### config.mk
export PLATFORM = sky130hd
export DESIGN_NAME = smb_cfg_regs
export DESIGN_NICKNAME = d
export VERILOG_FILES = /design/src/rtl/smbcfg_pkg.sv /design/src/rtl/smbcfg_sync.sv /design/src/rtl/smbcfg_fsm.sv /design/src/rtl/smbcfg_bank.sv /design/src/rtl/smb_cfg_regs.sv
export SDC_FILE = /design/constraint.sdc
export NUM_CORES = 1
export LEC_CHECK = 0
export ABC_CLOCK_PERIOD_IN_PS = 2840
export BUFFER_PORTS_ARGS = -buffer_cell sky130_fd_sc_hd__buf_2
export CAP_MARGIN = 10
export CORE_MARGIN = 4
export CORE_UTILIZATION = 50
export CTS_CLUSTER_DIAMETER = 50
export DETAILED_ROUTE_END_ITERATION = 10
export PLACE_DENSITY = 0.69
export SLEW_MARGIN = 20
export SYNTH_ARGS = -nofsm -noshare
export SYNTH_HDL_FRONTEND = slang
export SYNTH_HIERARCHICAL = 1
export SYNTH_SLANG_ARGS = --single-unit
### constraint.sdc
create_clock -name clk -period 2.84 [get_ports clk]
set_input_delay 0.284 -clock clk [delete_from_list [all_inputs] [get_ports clk]]
set_output_delay 0.284 -clock clk [all_outputs]
set_load 0.03 [all_outputs]
### src/rtl/smbcfg_pkg.sv
package smbcfg_pkg;

  localparam logic [6:0] DEV_ADDR = 7'h69;
  localparam int         STRAP_W  = 2;

  typedef enum logic [2:0] {ST_IDLE, ST_RX, ST_SACK, ST_TX, ST_MACK, ST_WAIT} bus_st_t;
  typedef enum logic [1:0] {K_ADDR, K_CMD, K_CNT, K_DATA} rx_kind_t;

  // Power-up value of register i
  function automatic logic [7:0] cfg_default(input int i);
    case (i)
      0:       return 8'h4C;
      1:       return 8'h7F;
      2:       return 8'h00;
      3:       return 8'hFF;
      default: return 8'h00;
    endcase
  endfunction

  // Bits of register i that come from hardware and ignore writes
  function automatic logic [7:0] ro_mask(input int i);
    return (i == 0) ? 8'h03 : 8'h00;
  endfunction

  function automatic logic [7:0] view_of(input logic [7:0] q,
                                         input logic [STRAP_W-1:0] strap,
                                         input int i);
    logic [7:0] hw;
    hw = {{(8-STRAP_W){1'b0}}, strap};
    return (q & ~ro_mask(i)) | (hw & ro_mask(i));
  endfunction

  // Byte placed on the wire for the next read slot
  function automatic logic [7:0] tx_byte(input logic send_cnt,
                                         input logic [7:0] rd,
                                         input int nregs);
    return send_cnt ? 8'(nregs) : rd;
  endfunction

endpackage

### src/rtl/smbcfg_sync.sv
module smbcfg_sync (
  input  logic clk,
  input  logic rst_n,
  input  logic scl_i,
  input  logic sda_i,
  output logic scl_s,
  output logic sda_s,
  output logic scl_rise,
  output logic scl_fall,
  output logic start_evt,
  output logic stop_evt
);
  logic [2:0] scl_q, sda_q;

  always_ff @(posedge clk or negedge rst_n) begin
    if (!rst_n) begin
      scl_q <= 3'b111;
      sda_q <= 3'b111;
    end else begin
      scl_q <= {scl_q[1:0], scl_i};
      sda_q <= {sda_q[1:0], sda_i};
    end
  end

  assign scl_s     = scl_q[1];
  assign sda_s     = sda_q[1];
  assign scl_rise  = scl_q[1] & ~scl_q[2];
  assign scl_fall  = ~scl_q[1] & scl_q[2];
  assign start_evt = scl_q[1] & scl_q[2] & sda_q[2] & ~sda_q[1];
  assign stop_evt  = scl_q[1] & scl_q[2] & ~sda_q[2] & sda_q[1];

endmodule

### src/rtl/smbcfg_fsm.sv
module smbcfg_fsm
  import smbcfg_pkg::*;
#(
  parameter int NREGS = 4
) (
  input  logic       clk,
  input  logic       rst_n,
  input  logic       scl_s,
  input  logic       sda_s,
  input  logic       scl_rise,
  input  logic       scl_fall,
  input  logic       start_evt,
  input  logic       stop_evt,
  input  logic [7:0] rd_data,
  output logic [6:0] rd_addr,
  output logic       wr_en,
  output logic [6:0] wr_addr,
  output logic [7:0] wr_data,
  output logic       sda_oe
);
  bus_st_t    st;
  rx_kind_t   kind;
  logic [2:0] bitcnt;
  logic [7:0] sh, txsh;
  logic       got, rw, send_cnt, mnack;
  logic [6:0] ptr;
  logic [7:0] nxt_tx;

  assign rd_addr = ptr;
  assign nxt_tx  = tx_byte(send_cnt, rd_data, NREGS);

  always_ff @(posedge clk or negedge rst_n) begin
    if (!rst_n) begin
      st <= ST_IDLE; kind <= K_ADDR; bitcnt <= '0; sh <= '0; txsh <= '0;
      got <= 1'b0; rw <= 1'b0; send_cnt <= 1'b0; mnack <= 1'b1; ptr <= '0;
      wr_en <= 1'b0; wr_addr <= '0; wr_data <= '0; sda_oe <= 1'b0;
    end else begin
      wr_en <= 1'b0;
      if (stop_evt) begin
        st <= ST_IDLE; sda_oe <= 1'b0; got <= 1'b0;
      end else if (start_evt) begin
        st <= ST_RX; kind <= K_ADDR; bitcnt <= '0; got <= 1'b0; sda_oe <= 1'b0;
      end else if (scl_rise) begin
        if (st == ST_RX) begin
          sh     <= {sh[6:0], sda_s};
          bitcnt <= bitcnt + 3'd1;
          if (bitcnt == 3'd7) got <= 1'b1;
        end else if (st == ST_MACK) begin
          mnack <= sda_s;
        end
      end else if (scl_fall) begin
        case (st)
          ST_RX: if (got) begin
            got <= 1'b0; bitcnt <= '0; st <= ST_SACK; sda_oe <= 1'b1;
            case (kind)
              K_ADDR: if (sh[7:1] == DEV_ADDR) begin
                rw <= sh[0]; kind <= K_CMD;
              end else begin
                st <= ST_WAIT; sda_oe <= 1'b0;
              end
              K_CMD: begin
                ptr      <= sh[7] ? sh[6:0] : 7'd0;
                send_cnt <= ~sh[7];
                kind     <= sh[7] ? K_DATA : K_CNT;
              end
              K_CNT:  kind <= K_DATA;
              default: begin
                wr_en   <= (32'(ptr) < NREGS);
                wr_addr <= ptr;
                wr_data <= sh;
                ptr     <= ptr + 7'd1;
              end
            endcase
          end
          ST_SACK: begin
            if (rw) begin
              txsh <= nxt_tx; sda_oe <= ~nxt_tx[7]; bitcnt <= '0; st <= ST_TX;
              if (send_cnt) send_cnt <= 1'b0; else ptr <= ptr + 7'd1;
            end else begin
              st <= ST_RX; sda_oe <= 1'b0;
            end
          end
          ST_TX: begin
            if (bitcnt == 3'd7) begin
              st <= ST_MACK; sda_oe <= 1'b0; bitcnt <= '0;
            end else begin
              txsh   <= {txsh[6:0], 1'b0};
              sda_oe <= ~txsh[6];
              bitcnt <= bitcnt + 3'd1;
            end
          end
          ST_MACK: begin
            if (mnack) begin
              st <= ST_WAIT;
            end else begin
              txsh <= nxt_tx; sda_oe <= ~nxt_tx[7]; bitcnt <= '0; st <= ST_TX;
              if (send_cnt) send_cnt <= 1'b0; else ptr <= ptr + 7'd1;
            end
          end
          default: ;
        endcase
      end
    end
  end

  // after a foreign address the line stays released
  p_wait_quiet_r1: assert property (@(posedge clk) disable iff (!rst_n)
    (st == ST_WAIT) |-> !sda_oe);

  // a start opens a new address phase
  p_start_restarts_r8: assert property (@(posedge clk) disable iff (!rst_n)
    (start_evt && !stop_evt) |=> (st == ST_RX && kind == K_ADDR && bitcnt == 3'd0));

  // a stop idles the block with SDA free
  p_stop_idles_r8: assert property (@(posedge clk) disable iff (!rst_n)
    stop_evt |=> (st == ST_IDLE && !sda_oe));

  // data line moves only while the clock is low
  p_sda_scl_low_r9: assert property (@(posedge clk) disable iff (!rst_n)
    (!$stable(sda_oe) && !$past(start_evt) && !$past(stop_evt)) |-> !scl_s);

endmodule

### src/rtl/smbcfg_bank.sv
module smbcfg_bank
  import smbcfg_pkg::*;
#(
  parameter int NREGS = 4
) (
  input  logic               clk,
  input  logic               rst_n,
  input  logic               wr_en,
  input  logic [6:0]         wr_addr,
  input  logic [7:0]         wr_data,
  input  logic [6:0]         rd_addr,
  input  logic [STRAP_W-1:0] strap_i,
  output logic [7:0]         rd_data,
  output logic [NREGS*8-1:0] cfg_o
);
  localparam int IW = (NREGS > 1) ? $clog2(NREGS) : 1;

  logic [7:0] q    [NREGS];
  logic [7:0] view [NREGS];

  for (genvar i = 0; i < NREGS; i++) begin : g_reg
    always_ff @(posedge clk or negedge rst_n) begin
      if (!rst_n)                                   q[i] <= cfg_default(i);
      else if (wr_en && wr_addr[IW-1:0] == IW'(i))  q[i] <= wr_data;
    end
    assign view[i]        = view_of(q[i], strap_i, i);
    assign cfg_o[i*8 +: 8] = view[i];
  end

  assign rd_data = (32'(rd_addr) < NREGS) ? view[rd_addr[IW-1:0]] : 8'h00;

  // the control side never writes past the bank
  p_wr_range_r5: assert property (@(posedge clk) disable iff (!rst_n)
    wr_en |-> (32'(wr_addr) < NREGS));

  // a write to register 0 lands on the next cycle
  p_wr_lands_r3: assert property (@(posedge clk) disable iff (!rst_n)
    (wr_en && wr_addr == 7'd0) |=> (q[0] == $past(wr_data)));

endmodule

### src/rtl/smb_cfg_regs.sv
module smb_cfg_regs
  import smbcfg_pkg::*;
#(
  parameter int NREGS = 4
) (
  input  logic               clk,
  input  logic               rst_n,
  input  logic               scl_i,
  input  logic               sda_i,
  output logic               sda_oe,
  input  logic [STRAP_W-1:0] strap_i,
  output logic [NREGS*8-1:0] cfg_o
);
  logic       scl_s, sda_s, scl_rise, scl_fall, start_evt, stop_evt;
  logic       wr_en;
  logic [6:0] wr_addr, rd_addr;
  logic [7:0] wr_data, rd_data;

  smbcfg_sync u_sync (
    .clk(clk), .rst_n(rst_n), .scl_i(scl_i), .sda_i(sda_i),
    .scl_s(scl_s), .sda_s(sda_s), .scl_rise(scl_rise), .scl_fall(scl_fall),
    .start_evt(start_evt), .stop_evt(stop_evt)
  );

  smbcfg_fsm #(.NREGS(NREGS)) u_fsm (
    .clk(clk), .rst_n(rst_n), .scl_s(scl_s), .sda_s(sda_s),
    .scl_rise(scl_rise), .scl_fall(scl_fall),
    .start_evt(start_evt), .stop_evt(stop_evt),
    .rd_data(rd_data), .rd_addr(rd_addr),
    .wr_en(wr_en), .wr_addr(wr_addr), .wr_data(wr_data), .sda_oe(sda_oe)
  );

  smbcfg_bank #(.NREGS(NREGS)) u_bank (
    .clk(clk), .rst_n(rst_n), .wr_en(wr_en), .wr_addr(wr_addr),
    .wr_data(wr_data), .rd_addr(rd_addr), .strap_i(strap_i),
    .rd_data(rd_data), .cfg_o(cfg_o)
  );

endmodule

---- After elaboration in Yosys (flattened, before gate mapping) ----
Index checks and enable logic that the tools add are counted.
cells by class
  equality and inequality tests ........... 28
  bitwise gates (word level) .............. 21
  reduce and logical (&&, ||, !) cells .... 32
  $add $sub $neg .......................... 2
  $lt $le $gt $ge ......................... 2
  muxes and demuxes ....................... 74
operators with widths
  operator             count
  $mux 7               8
  $mux 3               17
  $pmux 7 s3           2
  $mux 8               4
  $mux 1               29
  $pmux 3 s4           2
  $reduce_and 7->1     3
  $reduce_and 9->1     2
  $bmux 8 s2           1
  $ne 4x3->1 const B   4
  $reduce_and 8->1     2
  $reduce_and 5->1     3
  $reduce_bool 3->1    5
  $mux 2               7
  $pmux 7 s2           1
  $not 1->1            12
  $ne 2x2->1 const B   4
  $ne 4x4->1 const B   2
  $or 8x2->8           1
  $reduce_bool 4->1    2
  $add 7x1->7 const B  1
  $and 1x1->1          7
  $eq 7x7->1 const B   1
  $lt 7x3->1 const B   1
  24 further kinds     38
storage, ports and cells
  input bits .............................. 6
  word-level logic and storage cells ...... 179
  output and inout port bits .............. 33
  bits in registers ....................... 84

---- Depth between registers and ports, before layout ----
Gate-level depths: netlist of run 1.
  depth after elaboration ................. 13
  mapped depth ............................ 8
  depth with buffers taken out ............ 7

---- Hierarchy ----
The synthesis of run 1 kept the hierarchy.
by module, submodules not included
  module       seq. area each (sq um)  cells each  area an instance (sq um)  instances
  smbcfg_fsm   1277.5                  273         2781.4                    1
  smbcfg_bank  773.2                   85          1456.4                    1
  smbcfg_sync  157.7                   10          190.2                     1

---- Least setup slack after synthesis of run 1 ----
OpenSTA, ideal clock, no wires.
  kind .................................... flip-flop to flip-flop
  start point ............................. register u_sync.sda_q[2]
  end point ............................... register u_fsm.ptr[0] (netlist: u_fsm/rd_addr[0])
  library setup time ...................... 130 ps
  arrival ................................. 2081 ps
  period minus slack after synthesis ...... 2211 ps
  data required time ...................... 2710 ps
  slack ................................... 629 ps
  stages on the path, launching flop included .. 8
  path buffers ............................ 1
  cells stage by stage .................... dfstp_2 -> and4b_1 -> buf_6 -> or4b_4 -> a311oi_4 -> o2111ai_2 -> a221oi_1 -> a21oi_1
on the way
  cells in the longest elaborated chain, start to end .. 5
  elaborated cells on any way between the ends .. 8
  those cells by class .................... 7 x bitwise; 1 x reduce/logical
ends and longest elaborated chain
  item                               line                source
  from (decl)                        smbcfg_sync.sv:13   logic [2:0] scl_q, sda_q;
  from (signal assigned)             smbcfg_sync.sv:21   sda_q <= {sda_q[1:0], sda_i};
  $not 1->1                          smbcfg_sync.sv:30   assign stop_evt = scl_q[1] & scl_q[2] & ~sda_q[2] & sda_q[1];
  $and 1x1->1 (2 in series)          smbcfg_sync.sv:30
  via stop_evt                       smb_cfg_regs.sv:14  logic scl_s, sda_s, scl_rise, scl_fall, start_evt, stop_evt;
  $not 1->1 (no source line)         -
  $reduce_and 9->1 (no source line)  -
  to (signal assigned)               smbcfg_fsm.sv:62    ptr <= sh[7] ? sh[6:0] : 7'd0;
  to (signal assigned)               smbcfg_fsm.sv:71    ptr <= ptr + 7'd1;
  to (decl)                          smbcfg_fsm.sv:26    logic [6:0] ptr;
The timed path passes the listed nets, and every way through them passes these cells.
A chain may end at the register's enable or synchronous reset.

---- Worst setup path after layout of run 1 ----
Same ends and word-level chain as after synthesis.

==> reports/metrics.cfg, run 1 <==
[drt]
drc_errors = 0
antenna_left = 0
firstDrtPassIters = 5
wl_per_cell_um = 18.0
drt-total-wl_mm = 9.06
via_per_inst = 5.92
num_vias = 2978
drt_iter0_drc = 150

[clock_network]
h-tree-depth = 3
insertion_delay_ps = 360
cts_tree = done
cts_buffers = 9
root_buffer = clkbuf_8
clockBufferDepth = 2
numClockSinks = 82
cts_setup_buffers = 0
clkTransAtPathRegs_ps = 90

[run_status]
status = finished clean

[logic_synthesis]
avgSynthCellArea_sq_um = 12.0
ys_warn_count = 6
syn_area_sq_um = 4250
synth_nets = 368
postSynthCellCount = 355

[pwr]
p_comb_share_pct = 8.0
p_sw_w = 0.000635
swShare_pct = 26.7
clkPwrFrac_pct = 36.5
power.density_nw_per_um2 = 505
ir_drop_mv = 0.319
p_int_w = 0.00174
power.share.sequential_pct = 55.5
leakagePower_nw = 2.15

[critical_path]
arrival_ps = 2790
cp.required_ps = 3060
critPathMaxFanout = 14
endpoint_kind = flop
setup.worst_path.class = flop to flop
reg2reg_from = u_sync/sda_q[2]$_DFF_PN1_
worstSetupStartpoint = u_sync/sda_q[2]$_DFF_PN1_
startpoint_type = flop

[grt]
grt_max_degree = 83
antenna_found_initial = 0
grt_first_pass_wirelength_mm = 15.4
first_global_vias = 2978
gr-usage-all-layers_pct = 19.4
grt_overflow = 0

[layout]
insertedDiodeCount = 0
final_nets = 406
fillCellCount = 717
drive_gt1_share_pct = 39.9
seq_area_sq_um = 2080
multi_input_area_sq_um = 2000
area_growth_pct = 10.7

[sta]
hold_violations = 0
max-slew-margin-rel_pct = 51.6
fin_crit_sh_pct = 90.2
rsz0062_at_grt = false
finalSetupViolCount = 0
setup_slack_ps = 278
tightest_slew_ps = 725
timing.setup.tns_ps = 0
skew_ps = 10.2
slew_viol_final = 0
period_minus_slack_ps = 2560
clock.fmax_mhz = 390

[min_path]
min-delay-path-class = input port to flop
hold_start = sda_i

[place]
hpwl_mm = 6.33
gp_congestion = 0.868
portBuffers = 38
pre_cts_ws_ps = 288

[floorplan]
die_x_um = 100
start_util_pct = 51.5
die_height_um = 100
die_area_sq_um = 10000
num_rows = 33
ioPinCount = 39
coreArea_sq_um = 8260

[job]
drv_cap = 0

==> power by group through the flow <==
| stage | combinational [W] | sequential [W] | clock [W] |
|---|---|---|---|
| after CTS | 0.000190 | 0.00132 | 0.000896 |
| after global placement | 0.000184 | 0.00134 | 0 |
| after global routing | 0.000215 | 0.00133 | 0.000950 |
| final | 0.000191 | 0.00132 | 0.000868 |
| after floorplan | 0.000139 | 0.00130 | 0 |
| after detailed placement | 0.000188 | 0.00134 | 0 |
==> cells in the final DEF, fill, tap and decap left out, types with 3 or more instances in the layout <==
| cell type | instances |
|---|---|
| a22oi_1 | 4 |
| ha_1 | 7 |
| and3b_1 | 8 |
| clkbuf_8 | 9 |
| or3_1 | 3 |
| o21ai_0 | 14 |
| a21oi_1 | 20 |
| dfrtp_1 | 57 |
| or3b_2 | 4 |
| nand2b_1 | 4 |
| mux2_2 | 50 |
| buf_2 | 37 |
| inv_1 | 15 |
| dfstp_2 | 25 |
| nor2_1 | 21 |
| xnor2_1 | 3 |
| nand2_1 | 13 |
| and3_1 | 8 |
| o211ai_1 | 4 |
| o21ai_1 | 7 |
| nor2b_1 | 6 |
| a32oi_1 | 3 |
| buf_4 | 3 |
| mux4_2 | 8 |
| nand3_1 | 7 |
==> area by class of cell <==
type | count | share of cell area [%]
Clock buffer | 10 | 2.71
Clock inverter | 6 | 1.57
Inverter | 15 | 1.20
Multi-Input combinational cell | 242 | 42.4
Sequential cell | 82 | 44.2
Tap cell | 105 | 2.79
Timing Repair Buffer | 43 | 5.07
==> per-layer routing <==
metal  GRT usage, %  vias to the layer above  routed length (um)
met5              0                        -                   0
met4           6.32                        0                 124
met3           4.03                       15                 451
met2           30.1                      110                4220
met1           27.5                     1458                4260
li1               -                     1395                   -
==> worst max-delay path, cell delays in order (launching register included) <==
cell	delay, ps
dfstp_2	530
and4b_1	280
or4b_4	570
a311oi_4	280
o2111ai_2	380
a221oi_1	320
a21oi_1	70
==> through the flow <==
step                instance area, sq um  hold WS, ps  utilization, %  power (W)  std cells
floorplan                           4250        -11.6               -    0.00144        355
global placement                    4480          346            54.3    0.00152        485
detailed placement                  4480          347            54.3    0.00153        485
CTS                                 4690        0.314            56.7    0.00241        501
global route                        4710         3.12            57.0    0.00250        503
finish                              4710         21.4            57.0    0.00238        503
==> flip-flops by register name, indices dropped and copies added (netlist names), 2 cells and up <==
| name | flops |
|---|---|
| u_bank/q | 6 |
| u_sync/sda_q | 3 |
| u_fsm/sh | 8 |
| u_fsm/bitcnt | 3 |
| u_fsm/st | 3 |
| u_bank/cfg_o | 24 |
| u_sync/scl_q | 3 |
| u_fsm/kind | 2 |
| u_fsm/wr_data | 8 |
| u_fsm/txsh | 7 |
| u_fsm/rd_addr | 7 |
| u_fsm/wr_addr | 2 |
==> what timing repair did <==
| action | CTS | global route |
|---|---|---|
| hold buffers | 0 | 2 |
| endpoints found under the hold margin | 0 | 5 |
| resized for setup | 0 | 0 |
==> path summary, 6_finish.rpt <==
kind	endpoint	slack, ps	depth (start not counted)
min in group asynchronous	u_bank/cfg_o[15]$_DFFE_PN0P_	520	2
setup / recovery	u_fsm/rd_addr[0]$_DFFE_PN0P_	280	6
max in group asynchronous	u_fsm/bitcnt[0]$_DFFE_PN0P_	1810	2
hold reg to reg	u_sync/scl_q[1]$_DFF_PN1_	360	0
setup reg to reg	u_fsm/rd_addr[0]$_DFFE_PN0P_	280	6
hold / removal	u_sync/sda_q[0]$_DFF_PN1_	20	1
No activity file was read; power rests on OpenSTA's default activity.
==> inputs of run 2 (changes only) <==
--- a/config.mk
+++ b/config.mk
@@ -12,7 +12,8 @@
 export CORE_UTILIZATION = 50
 export CTS_CLUSTER_DIAMETER = 50
 export DETAILED_ROUTE_END_ITERATION = 10
-export PLACE_DENSITY = 0.69
+export PLACE_DENSITY = 0.66
+export SKIP_LAST_GASP = 1
 export SLEW_MARGIN = 20
 export SYNTH_ARGS = -nofsm -noshare
 export SYNTH_HDL_FRONTEND = slang
==> run 2 against run 1 <==
Against the previous run:
- the flow now finishes with violations (negative hold slack)
- worst hold slack worse by 55 ps
- register-to-register slack worse by 40 ps
- via count down 0.47%
- design area down 0.48%
- clock-buffer cell count down 1
- maximum frequency down 1.6%
- combinational power about the same
- setup slack worse by 43 ps
- clock skew down 2.2 ps
==> reports/metrics.cfg, run 2 (synthesis gave the netlist of run 1 again) <==
[run_status]
status = complete, but fails checks
violations = negative hold slack

[critical_path]
cp.required_ps = 3060
endpoint_kind = flop
endpoint = u_fsm/rd_addr[0]$_DFFE_PN0P_
reg2reg_from = u_sync/sda_q[2]$_DFF_PN1_
critPathMaxFanout = 14
r2r_setup_slack_ps = 240
cp_slowest_cell = or4b_4
cp_slowest_stage_delay_ps = 580
r2r-end = u_fsm/rd_addr[0]$_DFFE_PN0P_
setup.worst_path.class = flop to flop
cp_cell_sequence = and4b_1 > or4b_4 > a311oi_4 > o2111ai_2 > a221oi_1 > a21oi_1
startpoint_type = flop
reg2reg_depth = 6
arrival_ps = 2820
worstSetupStartpoint = u_sync/sda_q[2]$_DFF_PN1_

[clock_network]
root_buffer = clkbuf_8
insertion_delay_ps = 360
h-tree-depth = 3
cts_buffers = 9
cts_setup_buffers = 0
cts_tree = done
numClockSinks = 82
clockBufferDepth = 2
clkTransAtPathRegs_ps = 90
holdBufCountCts = 0
cts-resized-gates = 0

[sta]
whs_ps = -33.9
timing.setup.tns_ps = 0
hold_violations = 45
fin_crit_sh_pct = 91.7
period_minus_slack_ps = 2600
clock.fmax_mhz = 384
rsz0062_at_grt = false
tightest_slew_ps = 732
slew_viol_final = 0
max-slew-margin-rel_pct = 51.2
skew_ps = 8.04
finalSetupViolCount = 0

[grt]
grt_first_pass_wirelength_mm = 15.8
grt_max_degree = 83
grt_overflow = 0
busiest_layer = met2
first_global_vias = 3002
gr-usage-all-layers_pct = 20.0
met2_usage_pct = 29.9
gr-usage-met3_pct = 3.61
antenna_found_initial = 0
grtUsageMet1_pct = 29.2

[floorplan]
coreArea_sq_um = 8260
ioPinCount = 39
start_util_pct = 51.5
die_area_sq_um = 10000
die_x_um = 100
num_rows = 33
die_height_um = 100

[drt]
antenna_left = 0
via_per_inst = 5.92
num_vias = 2964
wl_per_cell_um = 18.5
drt_iter0_drc = 206
firstDrtPassIters = 5
drc_errors = 0
drt-total-wl_mm = 9.26

[pwr]
ir_drop_mv = 0.239
power.density_nw_per_um2 = 505
leakagePower_nw = 2.15

[layout]
final_cell_mix = dfrtp_1, mux2_2, buf_2, dfstp_2, nor2_1
area_growth_pct = 10.2
final_cell_area_sq_um = 4690
mostFrequentLayoutCell = dfrtp_1
largest_register_ffs = 24
final_nets = 404
drive_gt1_share_pct = 40.4
insertedDiodeCount = 0

[min_path]
min-delay-path-class = input port to asynchronous set/reset pin

[job]
drv_cap = 0

[place]
hpwl_mm = 6.44
placed_area_sq_um = 4480
gp_congestion = 0.852
portBuffers = 38

-- run 2: cell count changes in the layout (fill, tap and decap cells not counted), sizes merged --
cell         previous run  this run
clkbuf                 10         9
clkinv                  1         3
clkinvlp                2         0
dlygate4sd3             2         0
inv                    17        18
-- run 2: metal layers --
layer | vias to the layer above | wire length (um)
met4 | 0 | 157
met3 | 17 | 407
met1 | 1481 | 4360
met2 | 84 | 4330
li1 | 1382 | -
met5 | - | 0
-- run 2: through the flow --
step | power, W | std cells | setup WS [ps] | utilization [%] | hold WS, ps
after floorplan | 0.00144 | 355 | 629 | - | -11.6
after global placement | 0.00153 | 485 | 346 | 54.3 | 346
after detailed placement | 0.00153 | 485 | 289 | 54.3 | 347
after CTS | 0.00240 | 501 | 262 | 56.7 | 5.76
after global routing | 0.00249 | 501 | 50.9 | 56.8 | 6.14
final | 0.00237 | 501 | 236 | 56.8 | -33.9
-- run 2: layout make-up --
class / count / area [sq um]
clock buffer: 9 / 124
clock inverter: 7 / 75.1
fill: 723 / 3570
inverter: 15 / 56.3
multi-input combinational: 242 / 2000
sequential: 82 / 2080
tap: 105 / 131
timing repair buffer: 41 / 219
-- run 2: how the worst min path moves through the flow --
| stage | end | slack [ps] |
|---|---|---|
| floorplan | u_bank/cfg_o[15]$_DFFE_PN0P_ | -10 |
| global placement | u_sync/scl_q[1]$_DFF_PN1_ | 350 |
| detailed placement | u_sync/sda_q[1]$_DFF_PN1_ | 350 |
| CTS | u_sync/scl_q[0]$_DFF_PN1_ | 6 |
| global route | u_bank/q[31]$_DFFE_PN0P_ | 6 |
| finish | u_bank/q[28]$_DFFE_PN0P_ | -30 |
-- run 2: report_power, final --
group	internal, W	switching, W	leakage (nW)	total [W]
clock	0.000414	0.000444	0.104	0.000858
sequential	0.00123	0.0000876	1.03	0.00132
combinational	0.0000918	0.0000969	1.01	0.000189
total	0.00174	0.000629	2.15	0.00237
-- run 2: worst max-delay path, delay by kind of cell, from the launching register on --
family	cells	cell delay, ps
compound gates	4	1080
simple gates	2	880
flops	1	530
==> inputs of run 3 (changes only) <==
--- a/config.mk
+++ b/config.mk
@@ -13,6 +13,7 @@
 export CTS_CLUSTER_DIAMETER = 50
 export DETAILED_ROUTE_END_ITERATION = 10
 export PLACE_DENSITY = 0.66
+export SETUP_SLACK_MARGIN = 0.3
 export SKIP_LAST_GASP = 1
 export SLEW_MARGIN = 20
 export SYNTH_ARGS = -nofsm -noshare
==> run 3 against run 2 <==
Against the previous run:
- the run still ends with negative hold slack left
- flip-flop and latch count unchanged
- maximum frequency up 6.6%
- sequential share of layout area down 0.38 points
- power up 0.11%
- non-clock buffer count up 3
- critical path type unchanged
- largest cell class unchanged
- largest power group unchanged
==> reports/metrics.cfg, run 3 (synthesis gave the netlist of run 1 again) <==
[critical_path]
startpoint_type = flop
setup.worst_path.class = flop to flop
endpoint_kind = flop
critPathMaxFanout = 10
cp.required_ps = 3070
arrival_ps = 2670

[drt]
antenna_left = 0
firstDrtPassIters = 6
num_vias = 3005
drc_errors = 0
drt-total-wl_mm = 9.27
via_per_inst = 5.96
drt_iter0_drc = 180
wl_per_cell_um = 18.4

[grt]
met2_usage_pct = 29.9
grt_max_degree = 83
busiest_layer = met2
grtUsageMet1_pct = 29.2
antenna_found_initial = 0
grt_first_pass_wirelength_mm = 15.8
grt_overflow = 0
gr-usage-all-layers_pct = 20.0
first_global_vias = 3002
gr-usage-met3_pct = 3.61

[clock_network]
cts_tree = done
root_buffer = clkbuf_8
clkTransAtPathRegs_ps = 90
numClockSinks = 82
h-tree-depth = 3
insertion_delay_ps = 350
clockBufferDepth = 2
cts_buffers = 9
holdBufCountCts = 0

[sta]
finalSetupViolCount = 0
whs_ps = -37.4
period_minus_slack_ps = 2440
tightest_slew_ps = 730
clock.fmax_mhz = 409
skew_ps = 7.10
slew_viol_final = 0
timing.setup.tns_ps = 0
hold_violations = 57
fin_crit_sh_pct = 86.0
rsz0062_at_grt = true
max-slew-margin-rel_pct = 51.4

[pwr]
power.density_nw_per_um2 = 502
leakagePower_nw = 2.16
ir_drop_mv = 0.239

[floorplan]
start_util_pct = 51.5
num_rows = 33
die_height_um = 100
coreArea_sq_um = 8260
die_x_um = 100
ioPinCount = 39
die_area_sq_um = 10000

[layout]
final_cell_area_sq_um = 4730
mostFrequentLayoutCell = dfrtp_1
final_nets = 407
drive_gt1_share_pct = 41.1
stdcell_count = 504
insertedDiodeCount = 0
final_cell_mix = dfrtp_1, mux2_2, buf_2, dfstp_2, nor2_1
largest_register_ffs = 24
area_growth_pct = 11.1

[place]
placed_area_sq_um = 4480
dp_cells = 485
hpwl_mm = 6.44
gp_congestion = 0.852
portBuffers = 38

[min_path]
min-delay-path-class = input port to asynchronous set/reset pin

[job]
drv_cap = 0

[run_status]
status = complete, but fails checks
violations = negative hold slack

[run 3: changes by cell type in the layout (fill, tap and decap cells not counted), sizes merged]
cell | previous run | this run
buf | 41 | 44
[run 3: path summary, 6_finish.rpt]
check / endpoint / cells past startpoint / startpoint / slack [ps]
min in group clk: u_sync/sda_q[0]$_DFF_PN1_ / 1 / sda_i / 20
worst max register to register: u_fsm/rd_addr[1]$_DFFE_PN0P_ / 7 / u_sync/sda_q[2]$_DFF_PN1_ / 400
worst max-delay path: u_fsm/rd_addr[1]$_DFFE_PN0P_ / 7 / u_sync/sda_q[2]$_DFF_PN1_ / 400
worst min register to register: u_sync/sda_q[1]$_DFF_PN1_ / 0 / u_sync/sda_q[0]$_DFF_PN1_ / 360
worst min-delay path: u_bank/q[28]$_DFFE_PN0P_ / 1 / rst_n / -40
max in group asynchronous: u_fsm/wr_data[0]$_DFFE_PN0P_ / 1 / rst_n / 2390
[run 3: final cells by class]
class | instances | area (sq um)
fill | 721 | 3530
sequential | 82 | 2080
multi-input combinational | 242 | 2020
timing repair buffer | 44 | 241
tap | 105 | 131
clock buffer | 9 | 124
clock inverter | 7 | 75.1
inverter | 15 | 56.3
[run 3: timing repair]
action,in CTS,in global routing
pin swaps,0,1
resized for setup,1,2
endpoints found under the hold margin,0,0
cloned,0,0
buffers inserted,0,3
endpoints found under the setup margin,1,4
[run 3: report_power, final]
part | switching [W] | internal, W
sequential | 0.0000896 | 0.00123
clock | 0.000444 | 0.000414
combinational | 0.0000978 | 0.0000919
[run 3: per-stage QoR]
| step | power (W) | setup WS (ps) | hold slack, ps | utilization (%) |
|---|---|---|---|---|
| 2_1_floorplan | 0.00144 | 629 | -11.6 | - |
| 3_3_place_gp | 0.00153 | 346 | 346 | 54.3 |
| 3_5_place_dp | 0.00153 | 289 | 347 | 54.3 |
| 4_1_cts | 0.00240 | 368 | 5.76 | 56.8 |
| 5_1_grt | 0.00249 | 276 | 6.14 | 57.2 |
| 6_report | 0.00237 | 398 | -37.4 | 57.2 |
[run 3: critical path, cell delays in order, from the launching register on]
cell	delay [ps]
dfstp_2	530
and4b_1	300
or4b_4	580
a311oi_4	310
o2111ai_4	270
buf_4	220
nand2_1	50
o21ai_1	60
[run 3: layer usage]
layer	vias up	share of wire, %
met5	-	0
met4	0	1.8
met3	17	4.5
met2	86	47
met1	1506	47
li1	1396	-
